`src/rtl/i2s_clkgen_pkg.sv`:
```
package i2s_clkgen_pkg;

    localparam int SLOT_W = 6;

    // Slot-width code to bit clocks per word-select half.
    function automatic logic [SLOT_W-1:0] slot_bits(input logic [1:0] code);
        logic [SLOT_W-1:0] n;
        case (code)
            2'd0:    n = SLOT_W'(16);
            2'd1:    n = SLOT_W'(24);
            default: n = SLOT_W'(32);
        endcase
        return n;
    endfunction

    typedef struct packed {
        logic              bclk;
        logic              ws;
        logic [SLOT_W-1:0] bit_cnt;
        logic              l_stb;
        logic              r_stb;
        logic              b_stb;
    } seq_t;

endpackage

```
`src/rtl/i2s_bclk_div.sv`:
```
module i2s_bclk_div #(
    parameter int DIV_W = 8
) (
    input  logic             clk_i,
    input  logic             rst_ni,
    input  logic             run_i,
    input  logic [DIV_W-1:0] half_i,
    output logic             tick_o
);

    logic [DIV_W-1:0] cnt_d, cnt_q;

    assign tick_o = run_i && (cnt_q == half_i - DIV_W'(1));

    always_comb begin
        if (!run_i || tick_o) begin
            cnt_d = '0;
        end else begin
            cnt_d = cnt_q + DIV_W'(1);
        end
    end

    always_ff @(posedge clk_i or negedge rst_ni) begin
        if (!rst_ni) begin
            cnt_q <= '0;
        end else begin
            cnt_q <= cnt_d;
        end
    end

endmodule

```
`src/rtl/i2s_frame_seq.sv`:
```
module i2s_frame_seq
    import i2s_clkgen_pkg::*;
(
    input  logic              clk_i,
    input  logic              rst_ni,
    input  logic              kill_i,
    input  logic              start_i,
    input  logic              tick_i,
    input  logic              halt_i,
    input  logic [SLOT_W-1:0] slots_i,
    output logic              fall_evt_o,
    output logic              bclk_o,
    output logic              ws_o,
    output logic              bit_stb_o,
    output logic              left_stb_o,
    output logic              right_stb_o
);

    seq_t s_d, s_q;

    assign fall_evt_o = tick_i && s_q.bclk;

    always_comb begin
        s_d       = s_q;
        s_d.l_stb = 1'b0;
        s_d.r_stb = 1'b0;
        s_d.b_stb = 1'b0;
        if (kill_i) begin
            s_d = '0;
        end else if (start_i) begin
            s_d       = '0;
            s_d.l_stb = 1'b1;
        end else if (tick_i) begin
            if (!s_q.bclk) begin
                s_d.bclk = 1'b1;
            end else begin
                s_d.bclk  = 1'b0;
                s_d.b_stb = 1'b1;
                if (halt_i) begin
                    s_d.ws      = 1'b0;
                    s_d.bit_cnt = '0;
                end else if (s_q.bit_cnt == slots_i - SLOT_W'(1)) begin
                    s_d.bit_cnt = '0;
                    s_d.ws      = ~s_q.ws;
                    s_d.l_stb   = s_q.ws;
                    s_d.r_stb   = ~s_q.ws;
                end else begin
                    s_d.bit_cnt = s_q.bit_cnt + SLOT_W'(1);
                end
            end
        end
    end

    always_ff @(posedge clk_i or negedge rst_ni) begin
        if (!rst_ni) begin
            s_q <= '0;
        end else begin
            s_q <= s_d;
        end
    end

    assign bclk_o      = s_q.bclk;
    assign ws_o        = s_q.ws;
    assign bit_stb_o   = s_q.b_stb;
    assign left_stb_o  = s_q.l_stb;
    assign right_stb_o = s_q.r_stb;

endmodule

```
`src/rtl/i2s_ws_clkgen.sv`:
```
module i2s_ws_clkgen
    import i2s_clkgen_pkg::*;
#(
    parameter int DIV_W = 8
) (
    input  logic             clk_i,
    input  logic             rst_ni,
    input  logic             glb_en_i,
    input  logic             clk_en_i,
    input  logic [1:0]       slot_code_i,
    input  logic [DIV_W-1:0] half_div_i,
    output logic             bclk_o,
    output logic             ws_o,
    output logic             bit_stb_o,
    output logic             left_stb_o,
    output logic             right_stb_o,
    output logic             running_o
);

    typedef struct packed {
        logic              active;
        logic [SLOT_W-1:0] slots;
        logic [DIV_W-1:0]  half;
    } ctrl_t;

    ctrl_t c_d, c_q;
    logic  start;
    logic  tick;
    logic  fall_evt;

    assign start = glb_en_i && clk_en_i && !c_q.active;

    always_comb begin
        c_d = c_q;
        if (!glb_en_i) begin
            c_d.active = 1'b0;
        end else if (start) begin
            c_d.active = 1'b1;
            c_d.slots  = slot_bits(slot_code_i);
            c_d.half   = (half_div_i == '0) ? DIV_W'(1) : half_div_i;
        end else if (fall_evt && !clk_en_i) begin
            c_d.active = 1'b0;
        end
    end

    always_ff @(posedge clk_i or negedge rst_ni) begin
        if (!rst_ni) begin
            c_q        <= '0;
            c_q.slots  <= SLOT_W'(16);
            c_q.half   <= DIV_W'(1);
        end else begin
            c_q <= c_d;
        end
    end

    i2s_bclk_div #(.DIV_W(DIV_W)) u_div (
        .clk_i  (clk_i),
        .rst_ni (rst_ni),
        .run_i  (c_q.active),
        .half_i (c_q.half),
        .tick_o (tick)
    );

    i2s_frame_seq u_seq (
        .clk_i       (clk_i),
        .rst_ni      (rst_ni),
        .kill_i      (!glb_en_i),
        .start_i     (start),
        .tick_i      (tick),
        .halt_i      (!clk_en_i),
        .slots_i     (c_q.slots),
        .fall_evt_o  (fall_evt),
        .bclk_o      (bclk_o),
        .ws_o        (ws_o),
        .bit_stb_o   (bit_stb_o),
        .left_stb_o  (left_stb_o),
        .right_stb_o (right_stb_o)
    );

    assign running_o = c_q.active;

endmodule

```
`config.mk`:
```
export PLATFORM = sky130hd
export DESIGN_NAME = i2s_ws_clkgen
export DESIGN_NICKNAME = d
export VERILOG_FILES = /design/src/rtl/i2s_clkgen_pkg.sv /design/src/rtl/i2s_bclk_div.sv /design/src/rtl/i2s_frame_seq.sv /design/src/rtl/i2s_ws_clkgen.sv
export SDC_FILE = /design/constraint.sdc
export NUM_CORES = 1
export LEC_CHECK = 0
export CORE_AREA = 2 2 70 55
export CTS_CLUSTER_DIAMETER = 200
export DETAILED_ROUTE_END_ITERATION = 8
export DIE_AREA = 0 0 72 57
export GPL_TIMING_DRIVEN = 1
export PLACE_DENSITY = 0.9
export SKIP_CTS_REPAIR_TIMING = 1
export SLEW_MARGIN = 20
export SYNTH_ARGS = -nofsm -noshare
export SYNTH_HDL_FRONTEND = slang
export SYNTH_HIERARCHICAL = 1
export SYNTH_SLANG_ARGS = --single-unit
```
`constraint.sdc`:
```
create_clock -name clk_i -period 5 [get_ports clk_i]
set_clock_uncertainty 0.2 [all_clocks]
set_input_delay 1 -clock clk_i [delete_from_list [all_inputs] [get_ports clk_i]]
set_output_delay 1 -clock clk_i [all_outputs]
set_load 0.1 [all_outputs]
```
==> results of run 1 <==
routing by layer:
metal  track usage  vias up
met5             0        -
met4        0.0728        0
met3        0.0477        4
met2         0.352       36
met1         0.306      732
li1              -      741
worst max-delay path by stage:
stage,startpoint,end
after global routing,c_q[0],u_seq/s_q[6]
after global placement,c_q[0],u_seq/s_q[6]
after detailed placement,c_q[0],u_seq/s_q[6]
after CTS,c_q[0],u_seq/s_q[6]
after floorplan,c_q[0],u_seq/s_q[6]
final,c_q[0],u_seq/s_q[6]
sequential cells by signal, summed over array words and instances, names as in the netlist:
signal,flops
c_q,11
u_div/cnt_q,8
u_seq/s_q,6
running_o,1
u_seq/bclk_o,1
u_seq/bit_stb_o,1
u_seq/left_stb_o,1
u_seq/right_stb_o,1
u_seq/ws_o,1
worst reg2reg max path, stage by stage (launching register included):
cell,delay (ns)
sky130_fd_sc_hd__dfstp_2,0.58
sky130_fd_sc_hd__inv_1,0.06
sky130_fd_sc_hd__ha_1,0.28
sky130_fd_sc_hd__o21bai_1,0.21
sky130_fd_sc_hd__a211oi_1,0.35
sky130_fd_sc_hd__a211oi_2,0.08
sky130_fd_sc_hd__o22ai_2,0.36
sky130_fd_sc_hd__and3_1,0.26
sky130_fd_sc_hd__nand2_1,0.13
sky130_fd_sc_hd__or4_1,0.48
sky130_fd_sc_hd__a2111oi_0,0.40
sky130_fd_sc_hd__a221o_1,0.16
layout make-up:
| cell class | instances | share of cell area |
|---|---|---|
| clock buffer | 7 | 0.0378 |
| clock inverter | 1 | 0.00219 |
| inverter | 10 | 0.0165 |
| multi-input combinational | 155 | 0.493 |
| sequential | 31 | 0.341 |
| tap | 42 | 0.0230 |
| timing repair buffer | 20 | 0.0867 |
kinds of logic after synthesis:
family                     count (synthesis)  synth area share
xor gates and xnor gates                  22            0.0999
buffers and inverters                     13            0.0311
AOI/OAI and AO/OA                         39             0.164
DFF                                       31             0.404
adders and majority gates                  4            0.0260
muxes                                      9            0.0584
and+or+nand+nor                           71             0.215
other                                      1           0.00194
stage by stage:
| stage | instances | cell area (um2) | util | hold WS, ns | power [mW] |
|---|---|---|---|---|---|
| finish | 266 | 2280 | 0.653 | 0.311 | 0.650 |
| global route | 266 | 2280 | 0.653 | 0.345 | 0.685 |
| CTS | 266 | 2280 | 0.653 | 0.311 | 0.653 |
| detailed placement | 258 | 2190 | 0.627 | 0.296 | 0.448 |
| global placement | 258 | 2190 | 0.627 | 0.293 | 0.442 |
| floorplan | 199 | 1960 | - | 0.276 | 0.405 |
power breakdown:
group	leakage (nW)	switching [mW]	total [mW]	internal, mW
sequential	0.404	0.0272	0.299	0.272
combinational	0.576	0.0809	0.147	0.0659
clock	0.0482	0.0931	0.204	0.111
total	1.03	0.201	0.650	0.449
cells in the final DEF, fill, tap and decap left out, types with 6 or more instances in the layout:
cell | synthesis | final
sky130_fd_sc_hd__dfrtp_1 | 29 | 29
sky130_fd_sc_hd__clkdlybuf4s50_1 | 0 | 19
sky130_fd_sc_hd__a21oi_1 | 13 | 13
sky130_fd_sc_hd__nand2_1 | 13 | 13
sky130_fd_sc_hd__xnor2_1 | 13 | 13
sky130_fd_sc_hd__inv_1 | 10 | 10
sky130_fd_sc_hd__nand3_1 | 10 | 10
sky130_fd_sc_hd__conb_1 | 1 | 10
sky130_fd_sc_hd__nor2_1 | 9 | 9
sky130_fd_sc_hd__xor2_1 | 9 | 9
sky130_fd_sc_hd__nor3_1 | 7 | 7
sky130_fd_sc_hd__mux2_2 | 6 | 6
sky130_fd_sc_hd__clkbuf_8 | 0 | 6
sky130_fd_sc_hd__and3_1 | 6 | 6
==> summary.md, run 1 <==
The run finished with clean final reports. The endpoint identified for the worst register-to-register timing path is u_seq/s_q[6]. After clock tree synthesis, the clock-pin slew on the worst setup and hold paths is 0.06 ns. The number of antenna cells inserted was 0; the aggregate routed wire length was 3940 um. The detailed placement HPWL was 2840 um.

Cell accounting for the most synthesized area: sky130_fd_sc_hd__dfrtp_1. The final number of max-transition violations was 0. Number of nets in the finished design: 241. The top cell family by delay on the critical path was compound AO/OA/AOI/OAI gates. In the synthesized netlist the dominant register cell turns out to be sky130_fd_sc_hd__dfrtp_1. Counting buffers and inverters, the worst setup path is 11 cells deep. The most common cell in the netlist was sky130_fd_sc_hd__dfrtp_1. For the post-detailed-route count of antenna-violating nets, the log shows 0. The final cycle utilization of the critical path was 0.721; the slack of the worst reg-to-reg path was 1.40 ns. The run gives 0 as the number of antenna violations at the first check in global routing. The top routing layer in use was met4. Yosys printed 6 warnings. The worst setup path is captured at a register. Area share of the leading cell type in the synthesized netlist: 0.376. The path with the worst hold slack has its endpoint at c_q[0]. By count the netlist is led by 29 x sky130_fd_sc_hd__dfrtp_1, 13 x sky130_fd_sc_hd__a21oi_1, 13 x sky130_fd_sc_hd__nand2_1, 13 x sky130_fd_sc_hd__xnor2_1. Class of the tightest hold or removal check: reg -> reg.

The number of buffers and inverters on the critical path is 1. The logs give 0.222 for the overall routing resource usage and 778 um2 for the register area. Summing all multi-input logic gate instances after layout gives 1120 um2.

The shortest clock period the worst path allows after layout came out at 3.60 ns. Data on the critical path arrives at its endpoint at 3.63 ns. For the residual overflow from global routing, the log shows 0. STA classifies the critical path startpoint as a register.

The CTS buffer count is 5. The routed design uses 1790 um of met2 wire. Setup violations remaining at the end of the flow were counted as 0. The tools report the global placer's final weighted congestion as 0.841. The distinct cell type count of the synthesized netlist came out at 52. The number of cells on the worst reg-to-reg path is 11. TritonCTS built the clock tree. The average footprint of a synthesized cell came out at 10.1 um2. The H-tree was split into 2 levels. The region available for standard cell placement spans 3490 um2. The detailed-routing wirelength on met1 came out at 1880 um. The share of the yosys chip area belonging to registers was 0.404; the number of sinks on the clock net was 31. In this run the vertical extent of the chip is 57 um.

After detailed routing, the met3 layer carries 223 um of wire. In this run the clock root is driven by a sky130_fd_sc_hd__clkbuf_8. The maximum clock rate came out at 277 MHz. The run gives 0 as the count of final hold-check violations. In the routed layout, each cell is associated on average with a via count of 5.69. The worst hold path passes through 2 cells.

After synthesis the netlist holds a flip-flop and latch count of 31. The longest individual stage delay on the worst path is 0.58 ns. Counting flops with a built-in enable in the synthesized netlist gives 0. The peak fanout along the critical path came out at 9.

The synthesized instance count was 190. In this run the critical register-to-register path is launched from c_q[0]. The floorplan step defined a die boundary enclosing 4100 um2. The synthesized netlist occupies a cell area of 1930 um2.

The total via count after detailed routing is 1513, and the number of buffers added on ports is 19. The tools report the number of DRC violations after detailed routing as 0. Type of the worst setup path: reg -> reg. The startpoint of the lowest-slack hold path is c_q[0]. The run gives 1.54 ns as the post-place setup slack. The share of synthesized flip-flops with an asynchronous set or reset is 1.00.

After layout, the worst setup slack is 1.40 ns. The fraction of layout cells with a size suffix above 1 came out at 0.143. The maximum buffer depth of the clock tree came out at 2. For this run, the detailed router's first-pass iteration total came to 4.

The detailed router's first-iteration violation count is 78. The run gives 1.03 nW as the static leakage. Entering global routing, the biggest net connects 32 pins. In this run the core area contains 19 standard-cell rows. Via count of the first global-routing pass: 1504.

For this design, the slowest cell found on the critical path is sky130_fd_sc_hd__dfstp_2. The average wire length per cell after detail routing was 14.8 um. Setup repair after global routing left no endpoint under its margin.

Fill cells in the final layout number 274. The first-pass GRT wire length was 6980 um; the overall die width was 72 um. Compared with the post-synthesis result, the final layout area differs by 18.3%. The relative slew slack is 0.347, and the required time reported for the critical path endpoint is 5.02 ns.

The logs give 0 for the number of maximum-capacitance constraint violations and 218 uV for the worst supply voltage drop on vdd. Insertion delay to the later sink of the worst-skew pair: 0.29 ns. Ranked by total cell area, the synthesized netlist is headed by sky130_fd_sc_hd__dfrtp_1 38%, sky130_fd_sc_hd__xnor2_1 5.9%, sky130_fd_sc_hd__xor2_1 4.1%. The power density over the cells is 285 nW/um2, and the effective utilization at floorplan is 0.552. In the final timing run, aggregate negative setup slack is 0 ns. Slew at the pin with the worst max-slew slack: 0.976 ns. The critical path goes through inv_1 > ha_1 > o21bai_1 > a211oi_1 > a211oi_2 > o22ai_2 > and3_1 > nand2_1 > or4_1 > a2111oi_0 > a221o_1. Pin placement for this block handled 20 I/O pins.
Note: power is estimated with default switching activity, not from simulation.
==> inputs of run 2 (changes only) <==
CORE_AREA = 2 2 74 59   (was 2 2 70 55)
DIE_AREA = 0 0 76 61   (was 0 0 72 57)
PLACE_DENSITY = 0.84   (was 0.9)
clock period = 3.01 ns   (was 5 ns; I/O delays follow)
==> summary.md, run 2 (synthesis results as in run 1) <==
Number of iterations in the first detailed-routing pass: 4 (unchanged). The top cell family by delay on the critical path is simple AND/OR/NAND/NOR gates. Clock slew seen by the registers of the worst setup and hold paths: 0.06 ns (about the same). TritonCTS built the clock tree. The number of setup violations in the final report is 0 (unchanged), and the die area is 4640 um2 (+13%). The min-delay analysis places its worst path in the category reg -> reg. The number of cells traversed by the worst register-to-register path works out to 12 (+1). For the total via count after detailed routing, the log shows 1553 (+2.6%).

The peak fanout along the critical path was 7 (-2). The tools report the endpoint of the most critical register-to-register path as u_seq/ws_o. The worst supply voltage drop on vdd is 226 uV (+3.5%), and the longest individual stage delay on the worst path is 0.58 ns (about the same). The tools report the slack of the worst reg-to-reg path as 0.07 ns (-1.32 ns). The tools report the number of maximum-capacitance constraint violations as 0 (unchanged). The run gives 0 (unchanged) as the number of DRC violations after detailed routing.

Most numerous cell on the critical path: sky130_fd_sc_hd__a211oi_2. The most common library cell in the layout ignoring fill and taps was sky130_fd_sc_hd__dfrtp_1. For the first-pass GRT wire length, the log shows 7270 um (+4.1%). The number of placed I/O pins is 20 (unchanged). The worst setup path is captured at a register. The logs give 0 (unchanged) for the final number of max-transition violations and 2 (unchanged) for the CTS H-tree depth. The startpoint of the lowest-slack hold path was c_q[12]. The run gives 251 (+4.1%) as the number of nets in the finished design. The run finished with clean final reports.

The count of final hold-check violations is 0 (unchanged). For the number of sinks on the clock net, the log shows 31 (unchanged). For the CTS buffer count, the log shows 5 (unchanged).

The insertion delay to the later sink of the worst-skew pair is 0.29 ns (about the same), and the residual overflow from global routing is 0 (unchanged). Setup repair after global routing left no endpoint under its margin. The largest registers in the layout are c_q: 11 flops, u_div/cnt_q: 8 flops, u_seq/s_q: 6 flops.

Post-route total power: 1.15 mW (+77%). The average wire length per cell after detail routing was 14.5 um (-1.9%); the floorplan row count was 20 (+1). The detailed placement HPWL was 2950 um (+4.1%). The number of antenna violations at the first check in global routing was 0 (unchanged); the detailed router's first-iteration violation count was 78 (unchanged).

The maximum buffer depth of the clock tree came out at 2 (unchanged). The shortest clock period the worst path allows after layout was 2.94 ns (-0.666 ns). Cell type of the slowest stage on the worst timing path: sky130_fd_sc_hd__or4_4.

The required time reported for the critical path endpoint was 3.04 ns (-1.98 ns). The final cycle utilization of the critical path is 0.976 (+0.255), and the area of the placeable core is 3880 um2 (+11%). The number of buffers added on ports is 19 (unchanged).

The via density per instance came out at 5.37 (-5.5%). Ranked by flip-flop count, first place goes to c_q. The terminating pin of the worst hold path was c_q[12].

The run gives 32 (unchanged) as the pin count of the biggest net entering global routing. The via count of the first global-routing pass is 1535 (+2.1%). Traced cell by cell, the critical path runs through inv_2 > ha_4 > o21bai_1 > a211oi_2 > a211oi_2 > o22ai_2 > and3_4 > nand2_4 > or4_4 > nor2_1 > and3_1 > a211o_1. The overall routing resource usage was 0.206 (-0.0153). STA classifies the critical path startpoint as a register. By startpoint and endpoint, the worst setup path is classified as reg -> reg. The run gives 0 ns (unchanged) as the accumulated negative setup slack. The run gives 0.806 (-4.2%) as the global placer's final weighted congestion. Number of non-filler instances in the completed layout: 289 (+8.6%). The power density over the cells is 470 nW/um2 (+65%).

The overall die width is 76 um (+5.6%), and the area growth from synthesis to layout is 27.1%. The number of buffers and inverters on the critical path was 1 (unchanged); the post-detailed-route count of antenna-violating nets was 0 (unchanged). The fraction of layout cells with a size suffix above 1 works out to 0.244 (+0.101). The number of flip-flops in the largest register works out to 11 (unchanged). The die boundary height was 61 um (+7.0%); the maximum clock rate was 340 MHz (+23%). The buffer type at the clock tree root was sky130_fd_sc_hd__clkbuf_8.

The tools report the arrival time of data at the critical path endpoint as 2.97 ns (-0.66 ns). The effective utilization at floorplan came out at 0.497 (-0.0546). The worst hold path cell count is 2 (unchanged). The tools report the aggregate routed wire length as 4200 um (+6.5%). The number of antenna cells inserted was 0 (unchanged). The worst hold slack across all endpoints is 0.320 ns (+0.00871 ns).

The top cell types in the final layout, fill and taps aside, are 29 x sky130_fd_sc_hd__dfrtp_1, 17 x sky130_fd_sc_hd__buf_4, 13 x sky130_fd_sc_hd__a21oi_1, 13 x sky130_fd_sc_hd__clkdlybuf4s50_1, 13 x sky130_fd_sc_hd__xnor2_1. The worst register-to-register path begins at c_q[0]. Placed cell count: 280 (+8.5%). The static leakage is 1.12 nW (+8.4%).
[run 2: changes by cell type in the layout (fill, tap and decap cells not counted), sizes merged]
cell	change
buf	+16
clkbuf	+1
clkdlybuf4s50	-6
clkinv	-1
[run 2: how the worst max path moves through the flow]
stage	startpoint	to	slack [ns]	cells after the start
finish	c_q[0]	u_seq/ws_o	0.07	12
global route	c_q[0]	u_seq/ws_o	0.01	12
CTS	c_q[0]	u_seq/ws_o	-0.006	11
detailed placement	c_q[0]	u_seq/s_q[7]	0.07	11
global placement	c_q[0]	u_seq/ws_o	0.09	12
floorplan	c_q[0]	u_seq/ws_o	-0.13	11
[run 2: layer usage]
layer,GRT usage,wire (um)
met1,0.256,1980
met3,0.0551,194
met2,0.351,1940
met4,0.0935,78
met5,0,0
[run 2: worst reg2reg max path: cells and delay by family (launching register included)]
family                   cells  cell delay [ns]
AO/OA/AOI/OAI                5             0.75
adder cells (fa/ha/maj)      1             0.18
buffers and inverters        1             0.04
flip-flops                   1             0.54
AND/OR/NAND/NOR              5             1.18
[run 2: power by group]
group / internal [mW] / switching [mW]
clock: 0.209 / 0.159
combinational: 0.133 / 0.150
sequential: 0.452 / 0.0493
total: 0.793 / 0.359
[run 2: final cells by class]
type                            instances  area (um2)
Clock buffer                            8         100
Multi-Input combinational cell        155        1210
Inverter                               10        37.5
Fill cell                             341        1430
Timing Repair Buffer                   30         258
Sequential cell                        31         778
Tap cell                               55        68.8
[run 2: through the flow]
| step | worst slack (ns) | utilization | instance area, um2 |
|---|---|---|---|
| 6_report | 0.0724 | 0.632 | 2450 |
| 5_1_grt | 0.0125 | 0.632 | 2450 |
| 4_1_cts | -0.00638 | 0.625 | 2420 |
| 3_5_place_dp | 0.0699 | 0.599 | 2320 |
| 3_3_place_gp | 0.0928 | 0.599 | 2320 |
| 2_1_floorplan | -0.131 | - | 2030 |
==> inputs of run 3 (changes only) <==
ABC_CLOCK_PERIOD_IN_PS = 3010   (was not set)
HOLD_SLACK_MARGIN = 0.02   (was not set)
==> results of run 3 <==
No change in the layout: final DEF, timing and power equal those of run 2.
